**src/rtl/spindle_phase_det.sv**
```systemverilog
`timescale 1ns/1ps
module spindle_phase_det #(
  parameter int WIN_CYC    = 16,
  parameter int MASK_TICKS = 7
) (
  input  logic clk,
  input  logic rst_n,
  input  logic ref_clk_in,
  input  logic tach_in,
  input  logic slow_tick,
  input  logic run_en,
  output logic speed_err_n,
  output logic accel_req,
  output logic decel_req,
  output logic gain_half,
  output logic locked
);

  localparam int CNT_W = $clog2(WIN_CYC + 2);
  localparam int MSK_W = $clog2(MASK_TICKS + 1);
  localparam logic [CNT_W-1:0] WIN_V   = CNT_W'(WIN_CYC);
  localparam logic [CNT_W-1:0] CNT_TOP = CNT_W'(WIN_CYC + 1);
  localparam logic [MSK_W-1:0] MSK_TOP = MSK_W'(MASK_TICKS);
  localparam logic [MSK_W-1:0] MSK_PRE = MSK_W'(MASK_TICKS - 1);

  logic [2:0]       ref_sh, tach_sh;
  logic             up_q, dn_q, in_win;
  logic [CNT_W-1:0] cnt;
  logic [MSK_W-1:0] mask_cnt;

  always_ff @(posedge clk or negedge rst_n) begin
    if (!rst_n) begin
      ref_sh  <= '0;
      tach_sh <= '0;
    end else begin
      ref_sh  <= {ref_sh[1:0], ref_clk_in};
      tach_sh <= {tach_sh[1:0], tach_in};
    end
  end

  wire ref_fall  = ref_sh[2] & ~ref_sh[1];
  wire tach_rise = ~tach_sh[2] & tach_sh[1];

  wire pend      = up_q | dn_q;
  wire up_a      = up_q | ref_fall;
  wire dn_a      = dn_q | tach_rise;
  wire closing   = up_a & dn_a;
  wire slip      = (up_q & ref_fall) | (dn_q & tach_rise);
  wire overrun   = pend & ~closing & (cnt >= WIN_V);
  wire good_evt  = closing & ~slip & (cnt <= WIN_V);
  wire bad_evt   = slip | overrun;

  always_ff @(posedge clk or negedge rst_n) begin
    if (!rst_n) begin
      up_q <= 1'b0;
      dn_q <= 1'b0;
      cnt  <= '0;
    end else if (!run_en) begin
      up_q <= 1'b0;
      dn_q <= 1'b0;
      cnt  <= '0;
    end else begin
      up_q <= up_a & ~closing;
      dn_q <= dn_a & ~closing;
      if (closing || !(up_a || dn_a))
        cnt <= '0;
      else if (!pend)
        cnt <= CNT_W'(1);
      else if (cnt != CNT_TOP)
        cnt <= cnt + 1'b1;
    end
  end

  always_ff @(posedge clk or negedge rst_n) begin
    if (!rst_n) begin
      in_win   <= 1'b0;
      mask_cnt <= '0;
      locked   <= 1'b0;
    end else if (!run_en || bad_evt) begin
      in_win   <= 1'b0;
      mask_cnt <= '0;
      locked   <= 1'b0;
    end else begin
      if (in_win && slow_tick && mask_cnt != MSK_TOP) begin
        mask_cnt <= mask_cnt + 1'b1;
        if (mask_cnt == MSK_PRE) locked <= 1'b1;
      end
      if (good_evt) in_win <= 1'b1;
    end
  end

  assign accel_req   = up_q;
  assign decel_req   = dn_q;
  assign speed_err_n = ~up_q;
  assign gain_half   = locked;

endmodule

```
**config.mk**
```make
export PLATFORM = sky130hd
export DESIGN_NAME = spindle_phase_det
export DESIGN_NICKNAME = d
export VERILOG_FILES = /design/src/rtl/spindle_phase_det.sv
export SDC_FILE = /design/constraint.sdc
export NUM_CORES = 1
export LEC_CHECK = 0
export BUFFER_PORTS_ARGS = -buffer_cell sky130_fd_sc_hd__buf_2
export CAP_MARGIN = 10
export CORE_MARGIN = 2
export CORE_UTILIZATION = 27
export CTS_CLUSTER_SIZE = 12
export DETAILED_ROUTE_END_ITERATION = 10
export GPL_TIMING_DRIVEN = 0
export PLACE_DENSITY = 0.47
export SKIP_LAST_GASP = 1
export SLEW_MARGIN = 20
export SYNTH_ARGS = -nofsm -noshare
export SYNTH_HDL_FRONTEND = slang
export SYNTH_SLANG_ARGS = --single-unit
```
**constraint.sdc**
```tcl
create_clock -name clk -period 2.31 [get_ports clk]
set_clock_uncertainty 0.1 [all_clocks]
set_input_delay 0.1155 -clock clk [delete_from_list [all_inputs] [get_ports clk]]
set_output_delay 0.1155 -clock clk [all_outputs]
set_load 0.01 [all_outputs]
```
======== After elaboration in Yosys (flattened, before gate mapping) ========
Index checks and enable logic that the tools add are counted.
storage, ports and cells
  output and inout bits ................... 5
  latch bits .............................. 0
  memories ................................ 0
  ROM bits ................................ 0
  flip-flop bits (word level) ............. 18
  RAM bits ................................ 0
operators by class
  eq/ne operators ......................... 4
  order comparisons ....................... 2
  bitwise gates (word level) .............. 21
  $mul .................................... 0
  reductions and logical operators ........ 11
  add/sub/neg operators ................... 2
  div/mod/pow operators ................... 0
  shift operators ......................... 0
  multiplexer cells ....................... 13
operators with widths
  kind                 number
  $mux 5               4
  $and 1x1->1          11
  $mux 1               7
  $mux 3               2
  $reduce_bool 2->1    3
  $add 5x1->5 const B  1
  $ge 5x5->1 const B   1
  $le 5x5->1 const B   1
  $ne 5x5->1 const B   1
  $not 1->1            5
  $or 1x1->1           5
  $ne 4x2->1 const B   1
  $add 3x1->3 const B  1
  $eq 3x3->1 const B   1
  $logic_or 1x1->1     3
  $ne 3x3->1 const B   1
  $logic_and 1x1->1    2
  $logic_not 1->1      2
  $reduce_and 2->1     1

======== Longest topological paths before layout ========
Gate-level depths: netlist of the first run.
  depth after elaboration ................. 11
  gate-level depth with buffers ........... 7

======== Least setup slack after synthesis of the first run ========
Ideal clock, no wire load.
  path kind ............................... reg2reg
  start point ............................. register up_q, in the netlist accel_req
  end point ............................... register locked, in the netlist gain_half
  data required time ...................... 2.072 ns
  setup slack ............................. 0.595 ns
  arrival time ............................ 1.476 ns
  stages on the path, launching flop included .. 8
  buffers on the path ..................... 0
  setup time .............................. 0.138 ns
  path through ............................ dfrtp_1 > inv_1 > and2_1 > inv_1 > ha_1 > nand2b_1 > a21oi_1 > nor4b_1
on the way
  word-level cells in the longest chain between the ends .. 9
  elaborated cells between the ends (all ways) .. 14
  classes of those cells .................. 1 x mux; 9 x bitwise; 4 x reduce/logical
RTL lines
  what                                RTL line  text
  start, declared                     27        logic up_q, dn_q, in_win;
  start signal, assigned              63        up_q <= up_a & ~closing;
  $or 1x1->1                          45        wire up_a = up_q | ref_fall;
  $and 1x1->1                         47        wire closing = up_a & dn_a;
  $not 1->1                           49        wire overrun = pend & ~closing & (cnt >= WIN_V);
  $and 1x1->1 (2 in series)           49
  $or 1x1->1 (*)                      51        wire bad_evt = slip | overrun;
  $logic_or 1x1->1 (*)                79        end else if (!run_en || bad_evt) begin
  $reduce_bool 2->1 (no source line)  n/a
  $reduce_and 2->1 (no source line)   n/a
  end signal, assigned                78        locked <= 1'b0;
  end signal, assigned                82        locked <= 1'b0;
  end signal, assigned                86        if (mask_cnt == MSK_PRE) locked <= 1'b1;
  end, declared                       16        output logic locked
Every way passes the cells marked *; elsewhere a longest branch is shown, timed or not.
A chain may end at the register's enable or synchronous reset.

======== Worst setup path in the final report of the first run ========
Same ends and word-level chain as after synthesis.

==> flow_summary.rst, run 1 <==
.. list-table::
   :header-rows: 1

   * - Metric
     - Value
   * - Combinational family with the most area after synthesis
     - simple AND/OR/NAND/NOR gates
   * - Final wirelength
     - 1390 µm
   * - GRT Overall Usage
     - 9.30%
   * - Worst Path Arrival
     - 1.87 ns
   * - CTS Sinks
     - 18
   * - Cell at the root of the clock tree
     - sky130_fd_sc_hd__clkbuf_4
   * - Top-Level Pins
     - 11
   * - Via/cell ratio
     - 4.04
   * - Mapped Cells
     - 77
   * - Area of the die
     - 0.00378 mm²
   * - Async set-reset flop share out of synthesis
     - 100%
   * - Antenna viol nets, final
     - 0
   * - Most instantiated cells after synthesis
     - 18 x sky130_fd_sc_hd__dfrtp_1, 10 x sky130_fd_sc_hd__inv_1, 9 x sky130_fd_sc_hd__ha_1, 5 x sky130_fd_sc_hd__nand2b_1, 4 x sky130_fd_sc_hd__nor2_1
   * - Clock-pin transition on the worst setup and hold timing paths
     - 0.10 ns
   * - Actual slew at the worst max-slew pin
     - 0.485 ns
   * - Adder-cell share of the synthesized area
     - 12.6%
   * - Detailed placer's ending HPWL
     - 1040 µm
   * - Fraction of synthesized cell area taken by the top area cell type
     - 50.5%
   * - Final-layout worst hold slack
     - 0.166 ns
   * - Hold/Removal Path Class
     - primary input to async pin
   * - CTS tree
     - done
   * - Chip Height
     - 61.5 µm
   * - Global-route wire length before repair
     - 2450 µm
   * - Final RePlAce weighted congestion
     - approximately 0.75
   * - Worst voltage drop across the vdd grid
     - 0.000306 V
   * - Leftover overflow at the end of global routing
     - 0
   * - Final worst path period need
     - 1.80 ns
   * - Total standard cell area after synthesis
     - 892 µm²
   * - Insertion delay of the later-clocked pin in the worst-skew pair
     - 0.29 ns
   * - Most repeated cell in the gate-level netlist after synthesis
     - sky130_fd_sc_hd__dfrtp_1
   * - Cell type contributing the most total cell area after synthesis
     - sky130_fd_sc_hd__dfrtp_1
   * - Die extent in x
     - 61.5 µm
   * - Resized Gates After CTS
     - 0
   * - Number of nets in the layout
     - 111
   * - Area growth, synth to finish
     - 18.8%
   * - Total number of vias
     - 557
   * - First-pass iteration count of the detailed router
     - 2
   * - Number of DRC violations after detailed-routing iteration 0
     - 10
   * - Outcome
     - finished, final reports clean
   * - Number of buffers added by the clock tree synthesis step
     - 3
   * - Floorplan Core Area
     - 0.00310 mm²
   * - Cts hold-fix bufs
     - 4
   * - Hold Violations, Final
     - 0
   * - Endpoint kind of the worst setup timing path
     - flip-flop
   * - Worst-path maximum fanout
     - 5
   * - Unrepaired setup endpoints after global routing
     - no
   * - Final worst slack
     - 0.513 ns
   * - Maximum number of pins on one net before global-route repair
     - 19
   * - Worst slack, placed
     - about 0.55 ns
   * - Number of enable flip-flop cells after synthesis
     - 0
   * - Row cnt
     - 20
   * - Number of register bits inferred by synthesis
     - 18
   * - Max Cap Viol
     - 0
   * - Filler cell count in the final layout
     - 337
   * - Number of library cell types mapped by synthesis
     - 25
   * - Simple-gate area share of the yosys netlist
     - around 18%
   * - Share of layout cells above drive strength 1
     - 17.0%
   * - Diodes inserted
     - 0
   * - Crit Path Category
     - flip-flop to flip-flop
   * - Number of synthesis warnings
     - 0
   * - Worst slew margin relative to its limit
     - ~67%
   * - Category of the worst setup path launch point
     - flip-flop
   * - Sum Neg Setup Slack
     - 0 ns
   * - Number of levels the H-tree was split into
     - 1
   * - Sequential area share after synthesis
     - about half
   * - Number of remaining DRC errors
     - 0
   * - Leading register cell type out of synthesis
     - sky130_fd_sc_hd__dfrtp_1
   * - Clk buf depth
     - 2
   * - Synth Area in Compound Gates
     - 6.45%
   * - Data required time at the worst endpoint
     - 2.38 ns
   * - Power density normalized to cell area
     - 516 mW/mm²
   * - Number of post-CTS setup repair buffers
     - 0
   * - Count of pins over their slew limit
     - 0
   * - Final count of negative-setup-slack endpoints
     - 0
   * - Ranking of synthesized cells by area
     - sky130_fd_sc_hd__dfrtp_1 50%, sky130_fd_sc_hd__ha_1 13%, sky130_fd_sc_hd__inv_1 4.2%
   * - Fmax
     - between 500 and 600 MHz
   * - Initial Util
     - 28.8%
   * - Avg Inst Size Synth
     - 11.6 µm²
   * - Xor and xnor fraction of the mapped netlist area
     - slightly below 4%
   * - Period Utilization, post-route
     - 77.8%
   * - Initial antenna violation count
     - 0
   * - Static Leak
     - between 0.4 and 0.5 nW
   * - Mux share of post-synthesis cell area
     - 3.37%
   * - I/O Buffers
     - 10
   * - Per-cell routed wire length
     - 10.0 µm
   * - Via count of the first global-routing pass
     - 538
   * - Syn Nets
     - 92
[cell families after synthesis]
family / after synthesis
fa+ha+maj: 9
flops: 18
buf+inv: 11
simple gates: 24
xor+xnor: 4
mux: 3
compound gates: 8
[power by group]
part	switching [mW]	total [mW]	internal, mW
logic	0.0307	0.0594	0.0288
clock network	0.0925	0.153	0.0607
registers	0.00775	0.334	0.326
[worst max-delay path, cell delays in order, from the launching register on]
cell                       delay [ns]
sky130_fd_sc_hd__dfrtp_1         0.41
sky130_fd_sc_hd__inv_1           0.11
sky130_fd_sc_hd__and2_1          0.16
sky130_fd_sc_hd__inv_1           0.06
sky130_fd_sc_hd__ha_1            0.19
sky130_fd_sc_hd__nand2b_1        0.15
sky130_fd_sc_hd__a21boi_1        0.38
sky130_fd_sc_hd__nor4b_1         0.11
[per-layer routing]
layer / track usage [%] / vias to the layer above / routed length (µm)
li1: - / 290 / -
met1: 13.4 / 252 / 771
met2: 11.9 / 13 / 521
met3: 3.78 / 2 / 68
met4: 4.56 / 0 / 25
met5: 0 / - / 0
[cells in the final DEF (no fill, tap or decap), types with 2 or more instances in the layout]
cell type	Yosys	layout
sky130_fd_sc_hd__dfrtp_1	18	18
sky130_fd_sc_hd__inv_1	10	10
sky130_fd_sc_hd__buf_2	0	10
sky130_fd_sc_hd__ha_1	9	9
sky130_fd_sc_hd__nand2b_1	5	5
sky130_fd_sc_hd__nor2_1	4	4
sky130_fd_sc_hd__dlygate4sd3_1	0	4
sky130_fd_sc_hd__and2_1	3	3
sky130_fd_sc_hd__mux2i_1	3	3
sky130_fd_sc_hd__nor4_1	3	3
sky130_fd_sc_hd__xnor2_1	3	3
sky130_fd_sc_hd__clkbuf_4	0	3
sky130_fd_sc_hd__o21ai_0	2	2
sky130_fd_sc_hd__nand3_1	2	2
sky130_fd_sc_hd__a21oi_1	2	2
[stage by stage]
step | util (%) | instances | cell area [µm²] | total power, mW
floorplan | - | 77 | 892 | 0.374
detailed placement | 32.1 | 131 | 997 | 0.395
global route | 34.2 | 138 | 1060 | 0.578
global placement | 32.1 | 131 | 997 | 0.396
finish | 34.2 | 138 | 1060 | 0.547
CTS | 34.2 | 138 | 1060 | 0.556
[path summary, 6_finish.rpt]
kind	depth (start not counted)	slack, ns	to	from
max	7	0.51	gain_half$_DFFE_PN0P_	accel_req$_DFF_PN0_
min	2	0.17	cnt[4]$_DFFE_PN0P_	rst_n
max reg2reg	7	0.51	gain_half$_DFFE_PN0P_	accel_req$_DFF_PN0_
min reg2reg	0	0.25	tach_sh[1]$_DFF_PN0_	tach_sh[0]$_DFF_PN0_
max in group asynchronous	2	1.66	tach_sh[1]$_DFF_PN0_	rst_n
min in group clk	4	0.23	mask_cnt[0]$_DFFE_PN0P_	slow_tick
[flip-flops by register name, indices dropped and copies added, names as in the netlist]
name,flops
gain_half,1
decel_req,1
in_win,1
mask_cnt,3
cnt,5
ref_sh,3
tach_sh,3
accel_req,1
[final cells by class]
type / instances / area, µm² / share of cell area, %
Tap cell: 44 / 55.1 / 5.19
Sequential cell: 18 / 450 / 42.5
Timing Repair Buffer: 14 / 90.1 / 8.50
Buffer: 1 / 7.51 / 0.708
Multi-Input combinational cell: 48 / 397 / 37.4
Inverter: 10 / 37.5 / 3.54
Clock buffer: 3 / 22.5 / 2.13
No activity file was read; power rests on OpenSTA's default activity.
==> run 2, diff against run 1 <==
Settings changed: ABC_AREA set to 1, PLACE_DENSITY 0.47 to 0.49.
Clock period 2.31 ns to 1.6 ns, I/O delays scaled along.
==> run 2 against run 1 <==
  * Core utilization is 3.4 points higher
  * Synthesized cell count is 26% higher
  * Non-clock buffer count is 8 higher
  * Clock power is 79% higher
  * Area after synthesis is 1.1% lower
  * Via count is 22% higher
  * Count of clock-buffer cells in the layout is 1 higher
  * Cell area is 9.2% higher
  * Largest power group unchanged
  * Hold slack worse by 0.021 ns
  * Sequential share of layout area is 3.6 points lower
  * Die area is 1.1% lower
==> flow_summary.rst, run 2 <==
.. list-table::
   :header-rows: 1

   * - Metric
     - Value
   * - Most instantiated cells after synthesis
     - 18 x sky130_fd_sc_hd__dfrtp_1, 18 x sky130_fd_sc_hd__inv_1, 15 x sky130_fd_sc_hd__nor2_1, 13 x sky130_fd_sc_hd__nand2_1, 9 x sky130_fd_sc_hd__ha_1
   * - Number of enable flip-flop cells after synthesis
     - 0
   * - Ranking of synthesized cells by area
     - sky130_fd_sc_hd__dfrtp_1 51%, sky130_fd_sc_hd__ha_1 13%, sky130_fd_sc_hd__inv_1 7.7%
   * - Insertion delay of the later-clocked pin in the worst-skew pair
     - 0.29 ns
   * - Detailed placer's ending HPWL
     - 1080 µm
   * - Row cnt
     - 20
   * - Leftover overflow at the end of global routing
     - 0
   * - Max Cap Viol
     - 0
   * - Diodes inserted
     - 0
   * - Number of library cell types mapped by synthesis
     - 16
   * - Final-layout worst hold slack
     - 0.146 ns
   * - Cell at the root of the clock tree
     - sky130_fd_sc_hd__clkbuf_4
   * - Initial antenna violation count
     - 0
   * - Power density normalized to cell area
     - 758 mW/mm²
   * - Leading cell type in the layout, fill and taps excluded
     - sky130_fd_sc_hd__dfrtp_1
   * - Hold Violations, Final
     - 0
   * - Initial Util
     - 28.7%
   * - Die extent in x
     - 61.2 µm
   * - Number of remaining DRC errors
     - 0
   * - CTS Sinks
     - 18
   * - GR met3 Demand/Resource
     - 4.62%
   * - Area growth, synth to finish
     - 31.2%
   * - R2R depth
     - 9
   * - Mapped Cells
     - 97
   * - Via/cell ratio
     - 4.08
   * - Clk buf depth
     - 2
   * - Number of DRC violations after detailed-routing iteration 0
     - 10
   * - Maximum number of pins on one net before global-route repair
     - 19
   * - Floorplan Core Area
     - around 0.0031 mm²
   * - Reg2Reg Launch Point
     - tach_sh[1]$_DFF_PN0_
   * - Fraction of synthesized cell area taken by the top area cell type
     - 51.1%
   * - Async set-reset flop share out of synthesis
     - 100%
   * - Commonest non-fill, non-tap cells in the layout
     - 18 x sky130_fd_sc_hd__dfrtp_1, 15 x sky130_fd_sc_hd__inv_1, 12 x sky130_fd_sc_hd__nor2_1, 11 x sky130_fd_sc_hd__nand2_1, 10 x sky130_fd_sc_hd__buf_2
   * - Final RePlAce weighted congestion
     - around 0.76
   * - Actual slew at the worst max-slew pin
     - just under 0.4 ns
   * - Sequential area share after synthesis
     - 51.1%
   * - Unrepaired setup endpoints after global routing
     - yes
   * - Category of the worst setup path launch point
     - flip-flop
   * - Worst-path maximum fanout
     - 3
   * - Number of register bits inferred by synthesis
     - 18
   * - Worst R2R Setup Slack
     - 0.03 ns
   * - Largest register FFs
     - 5
   * - Number of buffers added by the clock tree synthesis step
     - 3
   * - Chip Height
     - 61.2 µm
   * - Leading register cell type out of synthesis
     - sky130_fd_sc_hd__dfrtp_1
   * - Total standard cell area after synthesis
     - between 800 and 900 µm²
   * - CTS tree
     - done
   * - Endpoint kind of the worst setup timing path
     - flip-flop
   * - Global-route met1 utilization
     - 11.0%
   * - Destination of the worst register-to-register timing path
     - cnt[0]$_DFFE_PN0P_
   * - Clock-pin transition on the worst setup and hold timing paths
     - 0.10 ns
   * - Share of layout cells above drive strength 1
     - 33.3%
   * - Count of pins over their slew limit
     - 0
   * - Cell type contributing the most total cell area after synthesis
     - sky130_fd_sc_hd__dfrtp_1
   * - Via count of the first global-routing pass
     - 653
   * - Final worst path period need
     - 1.57 ns
   * - Worst voltage drop across the vdd grid
     - 0.000536 V
   * - Global-route wire length before repair
     - 2620 µm
   * - First-pass iteration count of the detailed router
     - 3
   * - Final wirelength
     - 1520 µm
   * - Final Core Density
     - 37.6%
   * - Antenna viol nets, final
     - 0
   * - Largest Register
     - cnt
   * - GRT Overall Usage
     - roughly a tenth
   * - Static Leak
     - 0.575 nW
   * - Avg Inst Size Synth
     - 9.09 µm²
   * - Number of nets in the layout
     - 139
   * - Crit Path Category
     - flip-flop to flip-flop
   * - Data required time at the worst endpoint
     - 1.69 ns
   * - Final count of negative-setup-slack endpoints
     - 0
   * - Period Utilization, post-route
     - a little over nine tenths
   * - Outcome
     - finished, final reports clean
   * - Global routing met2 resource utilization
     - 16.3%
   * - Syn Nets
     - approximately 110
   * - Hold/Removal Path Class
     - primary input to async pin
   * - Number of synthesis warnings
     - 0
   * - Total number of vias
     - 682
   * - Worst Path Arrival
     - 1.66 ns
   * - Top-Level Pins
     - 11
   * - Gr busiest metal
     - met2
   * - Per-cell routed wire length
     - 9.07 µm
   * - Area of the die
     - 0.00374 mm²
   * - Worst slew margin relative to its limit
     - 73.5%
   * - Number of levels the H-tree was split into
     - 1
   * - I/O Buffers
     - 10
   * - Fmax
     - 635 MHz
==> run 2: cell count changes after synthesis, sizes merged, moves of 3 or more <==
cell,previous run,this run
a21oi,2,6
and2,3,0
inv,10,19
mux2i,3,0
nand2,1,13
nand2b,5,0
nand3,2,7
nor2,4,17
nor4,3,0
xnor2,3,0
==> run 2: logic make-up (layout without fill, tap and decap cells) <==
kind of cell | after synthesis | count (layout) | share of synthesized area [%]
AND/OR/NAND/NOR | 38 | 38 | 18.7
buffers and inverters | 20 | 46 | 8.94
flip-flops | 18 | 18 | 51.1
XOR/XNOR | 3 | 3 | 2.98
AO/OA/AOI/OAI | 9 | 9 | 5.53
adder cells (fa/ha/maj) | 9 | 9 | 12.8
==> run 2: stage by stage <==
step / setup WS (ns) / instance area (µm²) / TNS [ns] / cells / power (mW)
detailed placement: -0.0862 / 987 / -0.186 / 151 / 0.573
global placement: -0.0536 / 987 / -0.0903 / 151 / 0.571
global route: -0.119 / 1160 / -0.250 / 167 / 0.937
CTS: -0.000294 / 1110 / -0.000294 / 165 / 0.882
floorplan: 0.00612 / 882 / 0 / 97 / 0.540
finish: 0.0252 / 1160 / 0 / 167 / 0.877
==> run 2: what timing repair did <==
item | in CTS | in global routing
setup endpoints to repair | 6 | 9
hold endpoints to repair | 22 | 0
cloned | 0 | 0
hold buffers | 4 | 0
pin swaps | 5 | 10
gates resized for setup | 4 | 12
buffers inserted | 6 | 2
==> run 2: worst max-delay path by stage <==
stage                    startpoint            endpoint  slack [ns]  depth (start not counted)
6_report       tach_sh[1]$_DFF_PN0_  cnt[0]$_DFFE_PN0P_        0.03                          9
5_1_grt         ref_sh[1]$_DFF_PN0_  cnt[0]$_DFFE_PN0P_       -0.12                         11
3_5_place_dp    decel_req$_DFF_PN0_  cnt[0]$_DFFE_PN0P_       -0.09                          9
4_1_cts         ref_sh[1]$_DFF_PN0_  cnt[0]$_DFFE_PN0P_     -0.0003                         11
2_1_floorplan   accel_req$_DFF_PN0_  cnt[0]$_DFFE_PN0P_       0.006                         10
3_3_place_gp   tach_sh[1]$_DFF_PN0_  cnt[0]$_DFFE_PN0P_       -0.05                          9
==> run 2: area by class of cell <==
class / count / area, µm²
flip-flops and latches: 18 / 450
repair buffers: 22 / 150
clock buffers: 4 / 36.3
fillers: 334 / 1920
well taps: 44 / 55.1
multi-input cells: 59 / 387
plain buffers: 1 / 7.51
inverters: 19 / 71.3
==> run 2: metal layers <==
| layer | up-vias | share of wire, % |
|---|---|---|
| met4 | 0 | 2.0 |
| met5 | - | 0 |
| li1 | 344 | - |
| met3 | 4 | 4.1 |
| met2 | 11 | 48 |
| met1 | 323 | 46 |
==> run 2: critical path, cell delays in order (launching register included) <==
cell and delay, ns:
sky130_fd_sc_hd__dfrtp_1 0.40, sky130_fd_sc_hd__a21oi_2 0.14, sky130_fd_sc_hd__inv_1 0.07, sky130_fd_sc_hd__ha_1 0.29, sky130_fd_sc_hd__nor2_2 0.11, sky130_fd_sc_hd__inv_2 0.06, sky130_fd_sc_hd__nor2_4 0.11, sky130_fd_sc_hd__nand2_1 0.08
sky130_fd_sc_hd__nand2_1 0.06, sky130_fd_sc_hd__o21ai_1 0.05
==> run 2: power breakdown <==
group	internal, mW	switching, mW	leakage (nW)	total (mW)
combinational	0.0543	0.0658	0.318	0.120
sequential	0.471	0.0123	0.235	0.483
clock	0.139	0.135	0.0210	0.274
